## src/rtl/idc_pkg.sv

```systemverilog
package idc_pkg;
  typedef enum logic [1:0] {OP_FETCH = 2'd0, OP_LOAD = 2'd1, OP_STORE = 2'd2} op_e;
  typedef enum logic [1:0] {D_INV = 2'd0, D_CLN = 2'd1, D_MOD = 2'd2} dstate_e;
  typedef enum logic [2:0] {
    C_WRBACK = 3'd0, C_FILL_INST = 3'd1, C_FILL_DATA = 3'd2,
    C_FILL_OWN = 3'd3, C_UPGRADE = 3'd4
  } cmd_e;
  typedef enum logic [1:0] {S_IDLE, S_EVAL, S_L2, S_DONE} seq_e;
endpackage

```

## src/rtl/idc_tag_table.sv

```systemverilog
module idc_tag_table
  import idc_pkg::*;
#(
  parameter int LINE_W = 4
) (
  input  logic              clk_i,
  input  logic              rst_ni,
  input  logic [LINE_W-1:0] line_i,
  input  logic              set_i0_i,
  input  logic              fill_i_i,
  input  logic              inval_i_i,
  input  logic              d1_we_i,
  input  dstate_e           d1_val_i,
  output logic              i0_o,
  output logic              i1_o,
  output dstate_e           d1_o
);
  localparam int N_LINES = 1 << LINE_W;

  logic [N_LINES-1:0] i0_v, i1_v;
  dstate_e            d1_v [N_LINES];

  for (genvar g = 0; g < N_LINES; g++) begin : g_line
    logic    i0_r, i1_r;
    dstate_e d1_r;
    logic    sel;
    assign sel = (line_i == LINE_W'(g));

    always_ff @(posedge clk_i or negedge rst_ni) begin
      if (!rst_ni) begin
        i0_r <= 1'b0;
        i1_r <= 1'b0;
        d1_r <= D_INV;
      end else if (sel) begin
        if (inval_i_i) begin
          i0_r <= 1'b0;
          i1_r <= 1'b0;
        end else if (fill_i_i) begin
          i0_r <= 1'b1;
          i1_r <= 1'b1;
        end else if (set_i0_i) begin
          i0_r <= 1'b1;
        end
        if (d1_we_i) d1_r <= d1_val_i;
      end
    end

    assign i0_v[g] = i0_r;
    assign i1_v[g] = i1_r;
    assign d1_v[g] = d1_r;

    a_r3_excl: assert property (@(posedge clk_i) disable iff (!rst_ni)
      !(i1_r && d1_r == D_MOD));
    a_r4_incl: assert property (@(posedge clk_i) disable iff (!rst_ni)
      i0_r |-> i1_r);
  end

  assign i0_o = i0_v[line_i];
  assign i1_o = i1_v[line_i];
  assign d1_o = d1_v[line_i];

  // instruction fill must never land on a modified data line
  a_r3_no_fill_over_mod: assert property (@(posedge clk_i) disable iff (!rst_ni)
    fill_i_i |-> d1_o != D_MOD);
endmodule

```

## src/rtl/idc_seq.sv

```systemverilog
module idc_seq
  import idc_pkg::*;
#(
  parameter int LINE_W = 4
) (
  input  logic              clk_i,
  input  logic              rst_ni,
  input  logic              req_valid_i,
  input  op_e               req_op_i,
  input  logic [LINE_W-1:0] req_line_i,
  input  logic              i0_i,
  input  logic              i1_i,
  input  dstate_e           d1_i,
  input  logic              l2_ack_i,
  output logic              req_ready_o,
  output logic              done_o,
  output logic              l2_req_o,
  output cmd_e              l2_cmd_o,
  output logic [LINE_W-1:0] l2_line_o,
  output logic [LINE_W-1:0] act_line_o,
  output logic              set_i0_o,
  output logic              fill_i_o,
  output logic              inval_i_o,
  output logic              d1_we_o,
  output dstate_e           d1_val_o
);
  seq_e              state_q, nxt_state;
  cmd_e              cmd_q, nxt_cmd;
  op_e               op_q, nxt_op, eval_op;
  logic [LINE_W-1:0] line_q, nxt_line;
  logic              pf_q, nxt_pf, eval_pf;

  assign act_line_o = (state_q == S_IDLE) ? req_line_i : line_q;
  assign eval_op    = (state_q == S_IDLE) ? req_op_i : op_q;
  assign eval_pf    = (state_q == S_IDLE) ? 1'b0 : pf_q;

  always_comb begin
    nxt_state = state_q;
    nxt_cmd   = cmd_q;
    nxt_op    = op_q;
    nxt_line  = line_q;
    nxt_pf    = pf_q;
    set_i0_o  = 1'b0;
    fill_i_o  = 1'b0;
    inval_i_o = 1'b0;
    d1_we_o   = 1'b0;
    d1_val_o  = D_INV;
    case (state_q)
      S_IDLE, S_EVAL: begin
        if (state_q == S_EVAL || req_valid_i) begin
          if (state_q == S_IDLE) begin
            nxt_op   = req_op_i;
            nxt_line = req_line_i;
            nxt_pf   = 1'b0;
          end
          case (eval_op)
            OP_FETCH: begin
              if (i0_i) begin
                nxt_state = S_DONE;
              end else if (i1_i) begin
                set_i0_o = 1'b1;
                if (eval_pf) nxt_state = S_DONE;
                else begin
                  nxt_state = S_EVAL;
                  nxt_line  = act_line_o + LINE_W'(1);
                  nxt_pf    = 1'b1;
                end
              end else begin
                nxt_state = S_L2;
                nxt_cmd   = (d1_i == D_MOD) ? C_WRBACK : C_FILL_INST;
              end
            end
            OP_LOAD: begin
              if (d1_i == D_INV) begin
                nxt_state = S_L2;
                nxt_cmd   = C_FILL_DATA;
              end else nxt_state = S_DONE;
            end
            OP_STORE: begin
              if (d1_i == D_MOD) nxt_state = S_DONE;
              else begin
                inval_i_o = i1_i;  // instruction copy goes before ownership
                nxt_state = S_L2;
                nxt_cmd   = (d1_i == D_CLN) ? C_UPGRADE : C_FILL_OWN;
              end
            end
            default: nxt_state = S_DONE;
          endcase
        end
      end
      S_L2: begin
        if (l2_ack_i) begin
          case (cmd_q)
            C_WRBACK: begin
              d1_we_o  = 1'b1;
              d1_val_o = D_CLN;
              nxt_cmd  = C_FILL_INST;
            end
            C_FILL_INST: begin
              fill_i_o = 1'b1;
              if (pf_q) nxt_state = S_DONE;
              else begin
                nxt_state = S_EVAL;
                nxt_line  = line_q + LINE_W'(1);
                nxt_pf    = 1'b1;
              end
            end
            C_FILL_DATA: begin
              d1_we_o   = 1'b1;
              d1_val_o  = D_CLN;
              nxt_state = S_DONE;
            end
            default: begin
              d1_we_o   = 1'b1;
              d1_val_o  = D_MOD;
              nxt_state = S_DONE;
            end
          endcase
        end
      end
      default: nxt_state = S_IDLE;
    endcase
  end

  always_ff @(posedge clk_i or negedge rst_ni) begin
    if (!rst_ni) begin
      state_q <= S_IDLE;
      cmd_q   <= C_WRBACK;
      op_q    <= OP_FETCH;
      line_q  <= '0;
      pf_q    <= 1'b0;
    end else begin
      state_q <= nxt_state;
      cmd_q   <= nxt_cmd;
      op_q    <= nxt_op;
      line_q  <= nxt_line;
      pf_q    <= nxt_pf;
    end
  end

  assign req_ready_o = (state_q == S_IDLE);
  assign done_o      = (state_q == S_DONE);
  assign l2_req_o    = (state_q == S_L2);
  assign l2_cmd_o    = cmd_q;
  assign l2_line_o   = line_q;

  a_r2_hold: assert property (@(posedge clk_i) disable iff (!rst_ni)
    l2_req_o && !l2_ack_i |=> l2_req_o && $stable(l2_cmd_o) && $stable(l2_line_o));
  a_r2_idle_quiet: assert property (@(posedge clk_i) disable iff (!rst_ni)
    req_ready_o |-> !l2_req_o);
  a_r5_wb_then_fill: assert property (@(posedge clk_i) disable iff (!rst_ni)
    l2_req_o && l2_cmd_o == C_WRBACK && l2_ack_i |=>
      l2_req_o && l2_cmd_o == C_FILL_INST && $stable(l2_line_o));
  a_r7_own_no_icopy: assert property (@(posedge clk_i) disable iff (!rst_ni)
    l2_req_o && (l2_cmd_o == C_FILL_OWN || l2_cmd_o == C_UPGRADE) |-> !i1_i);
  a_r9_done_pulse: assert property (@(posedge clk_i) disable iff (!rst_ni)
    done_o |=> !done_o && req_ready_o);
endmodule

```

## src/rtl/idc_coherence_ctrl.sv

```systemverilog
module idc_coherence_ctrl
  import idc_pkg::*;
#(
  parameter int LINE_W = 4,
  parameter int OFFS_W = 6
) (
  input  logic                     clk_i,
  input  logic                     rst_ni,
  input  logic                     req_valid_i,
  input  logic [1:0]               req_op_i,
  input  logic [LINE_W+OFFS_W-1:0] req_addr_i,
  output logic                     req_ready_o,
  output logic                     done_o,
  output logic                     l2_req_o,
  output logic [2:0]               l2_cmd_o,
  output logic [LINE_W-1:0]        l2_line_o,
  input  logic                     l2_ack_i
);
  localparam int ADDR_W = LINE_W + OFFS_W;

  logic [LINE_W-1:0] req_line, act_line;
  logic              unused_offs;
  logic              i0, i1, set_i0, fill_i, inval_i, d1_we;
  dstate_e           d1, d1_val;
  cmd_e              cmd;

  assign req_line    = req_addr_i[ADDR_W-1:OFFS_W];
  assign unused_offs = ^req_addr_i[OFFS_W-1:0];
  assign l2_cmd_o    = cmd;

  idc_seq #(.LINE_W(LINE_W)) u_seq (
    .clk_i      (clk_i),
    .rst_ni     (rst_ni),
    .req_valid_i(req_valid_i),
    .req_op_i   (op_e'(req_op_i)),
    .req_line_i (req_line),
    .i0_i       (i0),
    .i1_i       (i1),
    .d1_i       (d1),
    .l2_ack_i   (l2_ack_i),
    .req_ready_o(req_ready_o),
    .done_o     (done_o),
    .l2_req_o   (l2_req_o),
    .l2_cmd_o   (cmd),
    .l2_line_o  (l2_line_o),
    .act_line_o (act_line),
    .set_i0_o   (set_i0),
    .fill_i_o   (fill_i),
    .inval_i_o  (inval_i),
    .d1_we_o    (d1_we),
    .d1_val_o   (d1_val)
  );

  idc_tag_table #(.LINE_W(LINE_W)) u_tags (
    .clk_i    (clk_i),
    .rst_ni   (rst_ni),
    .line_i   (act_line),
    .set_i0_i (set_i0),
    .fill_i_i (fill_i),
    .inval_i_i(inval_i),
    .d1_we_i  (d1_we),
    .d1_val_i (d1_val),
    .i0_o     (i0),
    .i1_o     (i1),
    .d1_o     (d1)
  );
endmodule

```

## config.mk

```make
export PLATFORM = sky130hd
export DESIGN_NAME = idc_coherence_ctrl
export DESIGN_NICKNAME = d
export VERILOG_FILES = /design/src/rtl/idc_pkg.sv /design/src/rtl/idc_tag_table.sv /design/src/rtl/idc_seq.sv /design/src/rtl/idc_coherence_ctrl.sv
export SDC_FILE = /design/constraint.sdc
export NUM_CORES = 1
export LEC_CHECK = 0
export BUFFER_PORTS_ARGS = -buffer_cell sky130_fd_sc_hd__buf_2
export CAP_MARGIN = 10
export CORE_UTILIZATION = 30
export CTS_BUF_LIST = sky130_fd_sc_hd__clkbuf_4
export CTS_CLUSTER_DIAMETER = 60
export DETAILED_ROUTE_END_ITERATION = 8
export HOLD_SLACK_MARGIN = 0.08
export SETUP_SLACK_MARGIN = 0.1
export SLEW_MARGIN = 20
export SYNTH_ARGS = -nofsm -noshare
export SYNTH_HDL_FRONTEND = slang
export SYNTH_SLANG_ARGS = --single-unit
```

## constraint.sdc

```tcl
create_clock -name clk_i -period 6.6 [get_ports clk_i]
set_input_delay 0.33 -clock clk_i [delete_from_list [all_inputs] [get_ports clk_i]]
set_output_delay 0.33 -clock clk_i [all_outputs]
set_load 0.01 [all_outputs]
```

==> impl_summary.md <==
Route
For this block, the initial DRC count from the detailed router was 301. For this run, the detailed router's first-pass iteration total came to 5. The count of nets left with antenna violations once routing finished came out at 0. For this block, the routed nets add up to 11.4 mm of wire.

Using the TritonRoute via totals, the vias-per-cell ratio works out to between 5 and 6. The detailed router placed ~3600 vias in this run. The number of remaining DRC errors is 0. The final routed wire length divided by cell count is approximately 18 um.

Critical path
The worst endpoint required time is about 7000 ps. The reg2reg setup slack is approximately 2100 ps. The kind of start point of the critical path is a register.

STA classifies the critical path endpoint as a register. The data arrival time of the critical path is between 4000 and 5000 ps. By startpoint and endpoint, the worst setup path is classified as register to register. Along the worst path, the maximum fanout reaches 23.

Floorplanning
The floorplan die height is between 100 and 150 um. In this run the standard cell core region covers approximately 14000 sq um. Pin placement for this block handled 26 I/O pins. For this configuration, the core starts out at a cell density of 0.306.

The standard-cell row count is 44. From left edge to right edge, the die measures about 120 um. The die area is around 15000 sq um.

STA
The worst clock skew on the final layout is about 11 ps. Setup repair after global routing left no endpoint under its margin. In the finished design, the share of the clock period the worst path needs comes to 0.686. After routing, the total negative slack on setup checks comes to 0 ps. The actual transition at the worst max-transition pin is about 990 ps.

The fmax is around 220 MHz. Setup violations remaining at the end of the flow were counted as 0. Subtracting the final worst setup slack from the clock period gives 4530 ps. The hold violation count in the final report is 0. The worst slew slack as a fraction of its limit is 0.339. The max-slew violation count came to 0.

CTS
Gates resized during post-CTS repair numbered 0. Counting along the longest clock path gives a buffer depth of 2. The total number of H-tree levels is 3.

After clock tree synthesis, the clock-pin slew on the worst setup and hold paths is ~140 ps. TritonCTS built the clock tree. The post-CTS repair timing setup buffer count is 0. The number of buffers created by CTS is 9. The root buffer cell is sky130_fd_sc_hd__clkbuf_4. CTS saw 76 sinks.

For the worst-skew pair, the clock arrives at the later sink with an insertion delay of around 450 ps.

Synth
After synthesis, the share of flip-flops with an asynchronous set or reset is 1.00. The synthesized netlist occupies a cell area of about 4400 sq um. Counting every instance in the synthesized netlist gives around 450. The top flip-flop cell by instance count after synthesis is sky130_fd_sc_hd__dfrtp_1.

The synthesized design contains 0 enable-type register cells. In this run, distinct cell masters in the synthesized netlist total 62. The count of synthesis-stage warnings from yosys is 0. The largest area contributor in the synthesized netlist is sky130_fd_sc_hd__dfrtp_1.

Sorting the synthesized cells by area gives the leading types as sky130_fd_sc_hd__dfrtp_1 (43%), sky130_fd_sc_hd__mux2i_1 (7.5%), sky130_fd_sc_hd__a21oi_1 (4.6%), sky130_fd_sc_hd__mux2_2 (4.6%), sky130_fd_sc_hd__nand2_1 (3.5%). The number of nets in the synthesized netlist is 477. Of the post-synthesis cell area, the dominant cell type holds 0.429. The mean post-synth cell area is about 9.8 sq um. The number of synthesized register bits is 76.

The share of the Yosys chip area taken by registers is 0.429.

Final layout
The number of antenna cells inserted is 0. The final layout contains a little under 500 nets. The top cell types in the final layout, fill and taps aside, are sky130_fd_sc_hd__dfrtp_1 (76), sky130_fd_sc_hd__nand2_1 (41), sky130_fd_sc_hd__a21oi_1 (41). Summing all flip-flop and latch instances after layout gives between 1500 and 2000 sq um. Leaving out fill and tap cells, the most frequent cell in the layout is sky130_fd_sc_hd__dfrtp_1. The share of the core filled with cells is 0.333. The filler cell count is 1504.

From synthesis to final layout, the design area changed by 8.89%. In the final layout, the share of cells above drive strength 1 is 0.184. The area taken by multi-input logic gates is roughly 2300 sq um.

Run status
The flow ran to the end, and the final reports show no timing, DRC or antenna violations.

Global route
The total overflow left after global routing is 0. The wire length of the first global-routing pass is approximately 18 mm. The via count of the first global-routing pass is ~3500. The global-route usage over all layers is 0.157. The largest net degree at the start of global routing is 77.

The number of antenna violations at the first check in global routing is 0.

Placement
The count of buffers added on input and output ports is 19. The total half-perimeter wirelength after legalization and detailed placement is around 8 mm. The final RePlAce weighted congestion is 0.861.

Run
Across the run, the number of max-cap violations was 0.

Power
The leakage power of the design is approximately 2.1 nW. The ratio of total power to cell area is roughly 520 nW/um^2. VDD sags by at most between 0.15 and 0.2 mV.

Worst hold path
The type of the most critical hold path is primary input to register.
-- critical path, stage by stage (launching register included) --
cell	delay [ps]
sky130_fd_sc_hd__dfrtp_1	550
sky130_fd_sc_hd__or3b_1	550
sky130_fd_sc_hd__nand2_2	560
sky130_fd_sc_hd__inv_2	380
sky130_fd_sc_hd__mux2i_1	260
sky130_fd_sc_hd__o22ai_1	110
sky130_fd_sc_hd__or4_1	690
sky130_fd_sc_hd__a211oi_4	680
sky130_fd_sc_hd__buf_4	370
sky130_fd_sc_hd__nand3_1	110
sky130_fd_sc_hd__o21a_1	130
-- synthesized netlist by cell type, types with 4 or more instances --
| master | n |
|---|---|
| sky130_fd_sc_hd__o211ai_1 | 4 |
| sky130_fd_sc_hd__o21a_1 | 4 |
| sky130_fd_sc_hd__nor3_1 | 5 |
| sky130_fd_sc_hd__ha_1 | 9 |
| sky130_fd_sc_hd__dfrtp_1 | 76 |
| sky130_fd_sc_hd__nand3_1 | 18 |
| sky130_fd_sc_hd__and3_1 | 15 |
| sky130_fd_sc_hd__clkbuf_1 | 20 |
| sky130_fd_sc_hd__inv_1 | 9 |
| sky130_fd_sc_hd__a21boi_0 | 8 |
| sky130_fd_sc_hd__a21oi_1 | 41 |
| sky130_fd_sc_hd__or4_1 | 4 |
| sky130_fd_sc_hd__nor2_1 | 22 |
| sky130_fd_sc_hd__a2bb2oi_2 | 5 |
| sky130_fd_sc_hd__a2bb2oi_1 | 7 |
| sky130_fd_sc_hd__o22ai_1 | 12 |
| sky130_fd_sc_hd__o21ai_0 | 22 |
| sky130_fd_sc_hd__mux2i_1 | 33 |
| sky130_fd_sc_hd__mux2_2 | 18 |
| sky130_fd_sc_hd__a21oi_2 | 4 |
| sky130_fd_sc_hd__and2_1 | 6 |
| sky130_fd_sc_hd__nand2_1 | 41 |
| sky130_fd_sc_hd__a31oi_1 | 9 |
-- final cells by class --
class / instances / share of cell area
sequential: 76 / 0.394
clock buffer: 9 / 0.0140
timing repair buffer: 24 / 0.0311
clock inverter: 7 / 0.0205
inverter: 12 / 0.00985
multi-input combinational: 333 / 0.483
tap: 184 / 0.0477
-- cells by family after synthesis --
logic type,synth area share
and+or+nand+nor,0.154
buffers and inverters,0.0483
muxes,0.132
AOI/OAI and AO/OA,0.209
adders and majority gates,0.0254
xor gates and xnor gates,0.00198
DFF,0.429
-- report_power, final --
group	total (mW)	internal [mW]	switching, mW
Combinational	1.35	0.517	0.837
Clock	0.339	0.156	0.183
Sequential	0.802	0.650	0.153
-- metrics by stage --
| step | hold slack [ps] | power (mW) | setup WS, ps | instances | area [sq um] |
|---|---|---|---|---|---|
| CTS | 209 | 2.49 | 2100 | 644 | 4800 |
| global placement | 458 | 2.10 | 2170 | 627 | 4620 |
| global route | 219 | 2.67 | 1880 | 645 | 4830 |
| finish | 218 | 2.50 | 2070 | 645 | 4830 |
| floorplan | 34.4 | 1.81 | 3440 | 452 | 4430 |
| detailed placement | 467 | 2.15 | 2130 | 627 | 4620 |
-- sequential cells by signal, indices dropped and copies added, names as in the netlist --
signal	count
u_tags.g_line.i1_r	16
u_seq.l2_cmd_o	3
u_tags.g_line.i0_r	16
u_tags.g_line.d1_r	32
u_seq.l2_line_o	4
u_seq.state_q	2
u_seq.op_q	2
u_seq.pf_q	1
-- timing repair --
action	CTS	global route
endpoints found under the setup margin	0	0
hold endpoints to repair	68	0
hold buffers	1	0
-- layer usage --
| metal | track usage | vias to the layer above | wire length (um) |
|---|---|---|---|
| met5 | 0 | - | 0 |
| met4 | 0.0512 | 0 | 149 |
| met3 | 0.0411 | 13 | 744 |
| met2 | 0.254 | 144 | 5450 |
| met1 | 0.203 | 1792 | 5050 |
| li1 | - | 1670 | - |
-- final timing paths --
| check | from | endpoint | cells after the start |
|---|---|---|---|
| max in group asynchronous | rst_ni | u_seq.l2_line_o[1] | 3 |
| hold / removal | l2_ack_i | u_seq.state_q[1] | 4 |
| hold reg to reg | u_tags.g_line[2].d1_r[0] | u_tags.g_line[2].d1_r[0] | 2 |
| min in group asynchronous | rst_ni | u_seq.l2_cmd_o[1] | 2 |
| setup / recovery | u_seq.state_q[1] | u_tags.g_line[13].i0_r | 10 |
| setup reg to reg | u_seq.state_q[1] | u_tags.g_line[13].i0_r | 10 |
(Power assumes the default switching activity.)
